`src/rtl/hzd_pkg.sv`:
```
package hzd_pkg;

    // Bypass choice per source operand
    typedef enum logic [1:0] {
        SEL_RF  = 2'd0,
        SEL_EX  = 2'd1,
        SEL_MEM = 2'd2
    } fwd_sel_e;

    // Build-time branch handling
    typedef enum logic [1:0] {
        BR_FLUSH   = 2'd0,
        BR_PRED_NT = 2'd1,
        BR_PRED_T  = 2'd2
    } br_pol_e;

endpackage

```
`src/rtl/hzd_src_match.sv`:
```
module hzd_src_match
    import hzd_pkg::*;
#(
    parameter int SPLIT  = 1,
    parameter bit FWD_EN = 1'b1,
    parameter int RW     = 5,
    parameter int NP     = 3
)(
    input  logic                   cons_vld,
    input  logic [RW-1:0]          src,
    input  logic [NP-1:0]          p_vld,
    input  logic [NP-1:0][RW-1:0]  p_dst,
    input  logic [NP-1:0]          p_late,
    output logic                   need_hold,
    output logic [1:0]             sel
);

    localparam int DEC_ST  = 2*SPLIT - 1;  // last decode sub-stage
    localparam int ALU_RDY = 3*SPLIT - 1;  // stage whose output carries ALU result
    localparam int LD_RDY  = 4*SPLIT - 1;  // stage whose output carries load data
    localparam int MEM_ST  = 3*SPLIT;      // first memory sub-stage
    localparam int WB_ST   = 4*SPLIT;      // register file write stage

    logic     stall_c;
    fwd_sel_e sel_c;

    // Walk from oldest to youngest so the youngest match is written last
    always_comb begin
        stall_c = 1'b0;
        sel_c   = SEL_RF;
        for (int j = NP-1; j >= 0; j--) begin
            if (p_vld[j] && (p_dst[j] == src) && (src != '0)) begin
                if (DEC_ST + 1 + j >= WB_ST) begin
                    stall_c = 1'b0;
                    sel_c   = SEL_RF;
                end else if (!FWD_EN) begin
                    stall_c = 1'b1;
                    sel_c   = SEL_RF;
                end else if (DEC_ST + 1 + j < (p_late[j] ? LD_RDY : ALU_RDY)) begin
                    stall_c = 1'b1;
                    sel_c   = SEL_RF;
                end else begin
                    stall_c = 1'b0;
                    sel_c   = (DEC_ST + 1 + j < MEM_ST) ? SEL_EX : SEL_MEM;
                end
            end
        end
    end

    assign need_hold = cons_vld & stall_c;
    assign sel       = (cons_vld && !stall_c) ? sel_c : SEL_RF;

    always_comb begin

        zero_src_chk: assert (src != '0 || (!need_hold && sel == SEL_RF));

        nofwd_sel_chk: assert (FWD_EN || sel == SEL_RF);

        sel_code_chk: assert (sel != 2'd3);
    end

endmodule

```
`src/rtl/hzd_branch_ctl.sv`:
```
module hzd_branch_ctl
    import hzd_pkg::*;
#(
    parameter br_pol_e BR_POL = BR_PRED_NT,
    parameter int      NFL    = 2
)(
    input  logic           br_vld,
    input  logic           br_taken,
    output logic           squash,
    output logic [NFL-1:0] squash_vec
);

    logic wrong_path;

    always_comb begin
        unique case (BR_POL)
            BR_FLUSH:   wrong_path = 1'b1;
            BR_PRED_NT: wrong_path = br_taken;
            BR_PRED_T:  wrong_path = !br_taken;
            default:    wrong_path = 1'b1;
        endcase
    end

    assign squash     = br_vld & wrong_path;
    assign squash_vec = {NFL{squash}};

    always_comb begin

        squash_cause_chk: assert (!squash || br_vld);
    end

endmodule

```
`src/rtl/pipe_hazard_unit.sv`:
```
module pipe_hazard_unit
    import hzd_pkg::*;
#(
    parameter bit      DEEP   = 1'b0,
    parameter bit      FWD_EN = 1'b1,
    parameter br_pol_e BR_POL = BR_PRED_NT,
    parameter int      RW     = 5,
    localparam int     SPLIT  = DEEP ? 2 : 1,
    localparam int     NP     = 3*SPLIT,
    localparam int     NFL    = 3*SPLIT - 1
)(
    input  logic                  dec_vld_i,
    input  logic [RW-1:0]         dec_rs1_i,
    input  logic [RW-1:0]         dec_rs2_i,
    input  logic [NP-1:0]         prod_vld_i,
    input  logic [NP-1:0][RW-1:0] prod_dst_i,
    input  logic [NP-1:0]         prod_late_i,
    input  logic                  br_vld_i,
    input  logic                  br_taken_i,
    output logic                  hold_o,
    output logic                  bubble_o,
    output logic [1:0]            fwd_a_o,
    output logic [1:0]            fwd_b_o,
    output logic [NFL-1:0]        flush_o,
    output logic                  redirect_o
);

    logic [1:0][RW-1:0] srcs;
    logic [1:0]         op_hold;
    logic [1:0][1:0]    op_sel;
    logic               squash;

    assign srcs = {dec_rs2_i, dec_rs1_i};

    for (genvar g = 0; g < 2; g++) begin : g_src
        hzd_src_match #(
            .SPLIT  (SPLIT),
            .FWD_EN (FWD_EN),
            .RW     (RW),
            .NP     (NP)
        ) u_match (
            .cons_vld  (dec_vld_i),
            .src       (srcs[g]),
            .p_vld     (prod_vld_i),
            .p_dst     (prod_dst_i),
            .p_late    (prod_late_i),
            .need_hold (op_hold[g]),
            .sel       (op_sel[g])
        );
    end

    hzd_branch_ctl #(
        .BR_POL (BR_POL),
        .NFL    (NFL)
    ) u_branch (
        .br_vld     (br_vld_i),
        .br_taken   (br_taken_i),
        .squash     (squash),
        .squash_vec (flush_o)
    );

    assign redirect_o = squash;
    assign hold_o     = (|op_hold) & !squash;
    assign bubble_o   = hold_o;
    assign fwd_a_o    = (squash || hold_o) ? SEL_RF : op_sel[0];
    assign fwd_b_o    = (squash || hold_o) ? SEL_RF : op_sel[1];

    always_comb begin

        hold_flush_chk: assert (!(hold_o && redirect_o));

        idle_quiet_chk: assert (dec_vld_i || (!hold_o && fwd_a_o == 2'd0 && fwd_b_o == 2'd0));

        held_sel_chk: assert (!hold_o || (fwd_a_o == 2'd0 && fwd_b_o == 2'd0));

        mask_match_chk: assert ((flush_o == '0) == !redirect_o);
    end

endmodule

```
`config.mk`:
```
export PLATFORM = sky130hd
export DESIGN_NAME = pipe_hazard_unit
export DESIGN_NICKNAME = d
export VERILOG_FILES = /design/src/rtl/hzd_pkg.sv /design/src/rtl/hzd_src_match.sv /design/src/rtl/hzd_branch_ctl.sv /design/src/rtl/pipe_hazard_unit.sv
export SDC_FILE = /design/constraint.sdc
export NUM_CORES = 1
export LEC_CHECK = 0
export ABC_AREA = 1
export CORE_MARGIN = 4
export CORE_UTILIZATION = 36
export DETAILED_ROUTE_END_ITERATION = 8
export PLACE_DENSITY = 0.92
export SLEW_MARGIN = 0
export SYNTH_ARGS = -nofsm -noshare
export SYNTH_HDL_FRONTEND = slang
export SYNTH_SLANG_ARGS = --single-unit
```
`constraint.sdc`:
```
create_clock -name vclk -period 2.55
set_clock_uncertainty 0.1 [all_clocks]
set_input_delay 0.51 -clock vclk [all_inputs]
set_output_delay 0.51 -clock vclk [all_outputs]
set_load 0.005 [all_outputs]
```
==> out/metrics.cfg <==
[worst_setup_path]
worstSetupStartpointType=input port
crit_arrival_ns=1.87
end_kind=output port
crit_fanout=3
critPathKind=in -> out
cp-startpoint=prod_vld_i[0]
crit_end=bubble_o
worstPathRequired_ns=1.94

[sta]
fmax_ghz=0.403
setup_tns_ns=0
finalSetupViolCount=0
rsz0062_at_grt=no
maxSlewHeadroom_pct=86.9
tightest_slew_ns=0.196
hold_ws_ns=1.57
post-route-period-util_pct=97.4
finalMaxSlewViolations=0
finalCriticalPeriod_ns=2.48
finalHoldViolCount=0

[place]
placed_area_um2=926
placedCellCount=169
dpl.hpwl_um=1630
io_buffers=35
gp_congestion=0.843

[floorplanning]
fp.dieW_um=44.6
io_pins=43
fp.dieArea_mm2=0.00199
die_h_um=44.6
start_util_pct=40.7
design.core.area_mm2=0.00119
num_rows=12

[cells_and_area]
layout_common_cells=nand2_1, inv_1, clkdlybuf4s50_1
nets=192
seq_cells=0
antenna_cells=0
final_cell_count_no_fill=170
layout-drive-gt1-share_pct=23.7
final_util_pct=78.0
final_common_cell=nand2_1
fin_area_um2=925
clkbuf_count=0
seq_area_um2=0
area_growth_pct=91.5

[global_routing]
grt_pass1_wl_um=2730
track_usage_pct=17.4
grt.overflow.total=0
grt_max_degree=5
grt_pass1_vias=722
antenna_found_initial=0

[power]
power_per_cell_area_mw_per_mm2=136
ir_drop_v=0.0000732
p_leak_uw=0.000584

[detailed_routing]
drt_iter0_markers=21
detail-route-antenna-nets=0
totalWireLength_um=1910
wire_per_inst_um=11.2
drc=0
vias=816
via_per_inst=4.80
drt-pass1-iter-count=4

[yosys]
postSynthCellCount=110
synth.avg_cell_area_um2=4.39
syn_area_um2=483
ys_seq_area_share_pct=0
yosys.cell_types.count=15
yosysWarnings=0
syn_nets=144

[status]
status=completed

[hold_path]
worstHoldPathType=in -> out
hp-start=dec_rs1_i[4]

[job]
max_cap_viol_count=0

cells in the mapped netlist:
library cell	number	share of area, %
inv_2	8	6.2
buf_4	3	4.7
xor2_1	1	1.8
nand3_1	4	4.1
xnor2_1	1	1.8
nand2_1	44	34
nand4_1	4	5.2
nor2_2	4	5.2
inv_1	19	15
nor2_1	11	8.5
o21bai_1	1	1.6
nand2_2	2	2.6
o22ai_1	4	5.2
a21oi_1	3	3.1
o21ai_0	1	1.0
metrics by stage:
step,power [µW],setup slack [ns]
after floorplan,50.0,0.696
after global placement,123,-0.277
after detailed placement,127,-0.341
after CTS,123,0.00883
after global routing,137,0.00428
final,125,0.0657
power by group:
part | switching [µW] | internal (µW) | total, µW | leakage (µW)
Combinational | 58.0 | 67.4 | 125 | 0.000584
Sequential | 0 | 0 | 0 | 0
Clock | 0 | 0 | 0 | 0
area by class of cell:
cell class	instances	area [µm²]
fillers	103	262
inverters	27	101
multi-input cells	80	375
well taps	14	17.5
repair buffers	49	430
worst min path at each step:
| stage | endpoint | slack, ns | cells past startpoint |
|---|---|---|---|
| after global routing | fwd_a_o[1] | 1.64 | 8 |
| after CTS | fwd_b_o[1] | 1.75 | 7 |
| after detailed placement | flush_o[0] | 1.98 | 4 |
| final | fwd_a_o[1] | 1.57 | 8 |
| after global placement | flush_o[0] | 1.97 | 4 |
| after floorplan | fwd_a_o[0] | 1.02 | 2 |
kinds of logic after synthesis:
kind of cell	share of synthesized area (%)
xor gates and xnor gates	3.63
AOI/OAI and AO/OA	10.9
buffers and inverters	25.6
and+or+nand+nor	59.8
critical path, stage by stage:
cell and delay (ns):
clkdlybuf4s50_1 0.45, inv_1 0.05, a21oi_2 0.09, nand2_1 0.08, nor2_2 0.14, nand2_2 0.08, nand2_1 0.08, nand2_2 0.08
nor2_4 0.11, clkdlybuf4s15_2 0.21
timing repair:
| action | 4_1_cts | 5_1_grt |
|---|---|---|
| pin swaps | 1 | 2 |
| buffers inserted | 1 | 0 |
| endpoints found under the setup margin | 6 | 4 |
| resized for setup | 21 | 12 |
| hold buffers | 0 | 0 |
per-layer routing:
metal | up-vias | part of all wire (%) | GRT usage [%]
met5 | - | 0 | 0
met4 | 0 | 3.2 | 4.22
li1 | 422 | - | -
met2 | 43 | 47 | 34.1
met1 | 345 | 41 | 20.2
met3 | 6 | 8.3 | 0.407
Power figures use the tool's default switching activity.
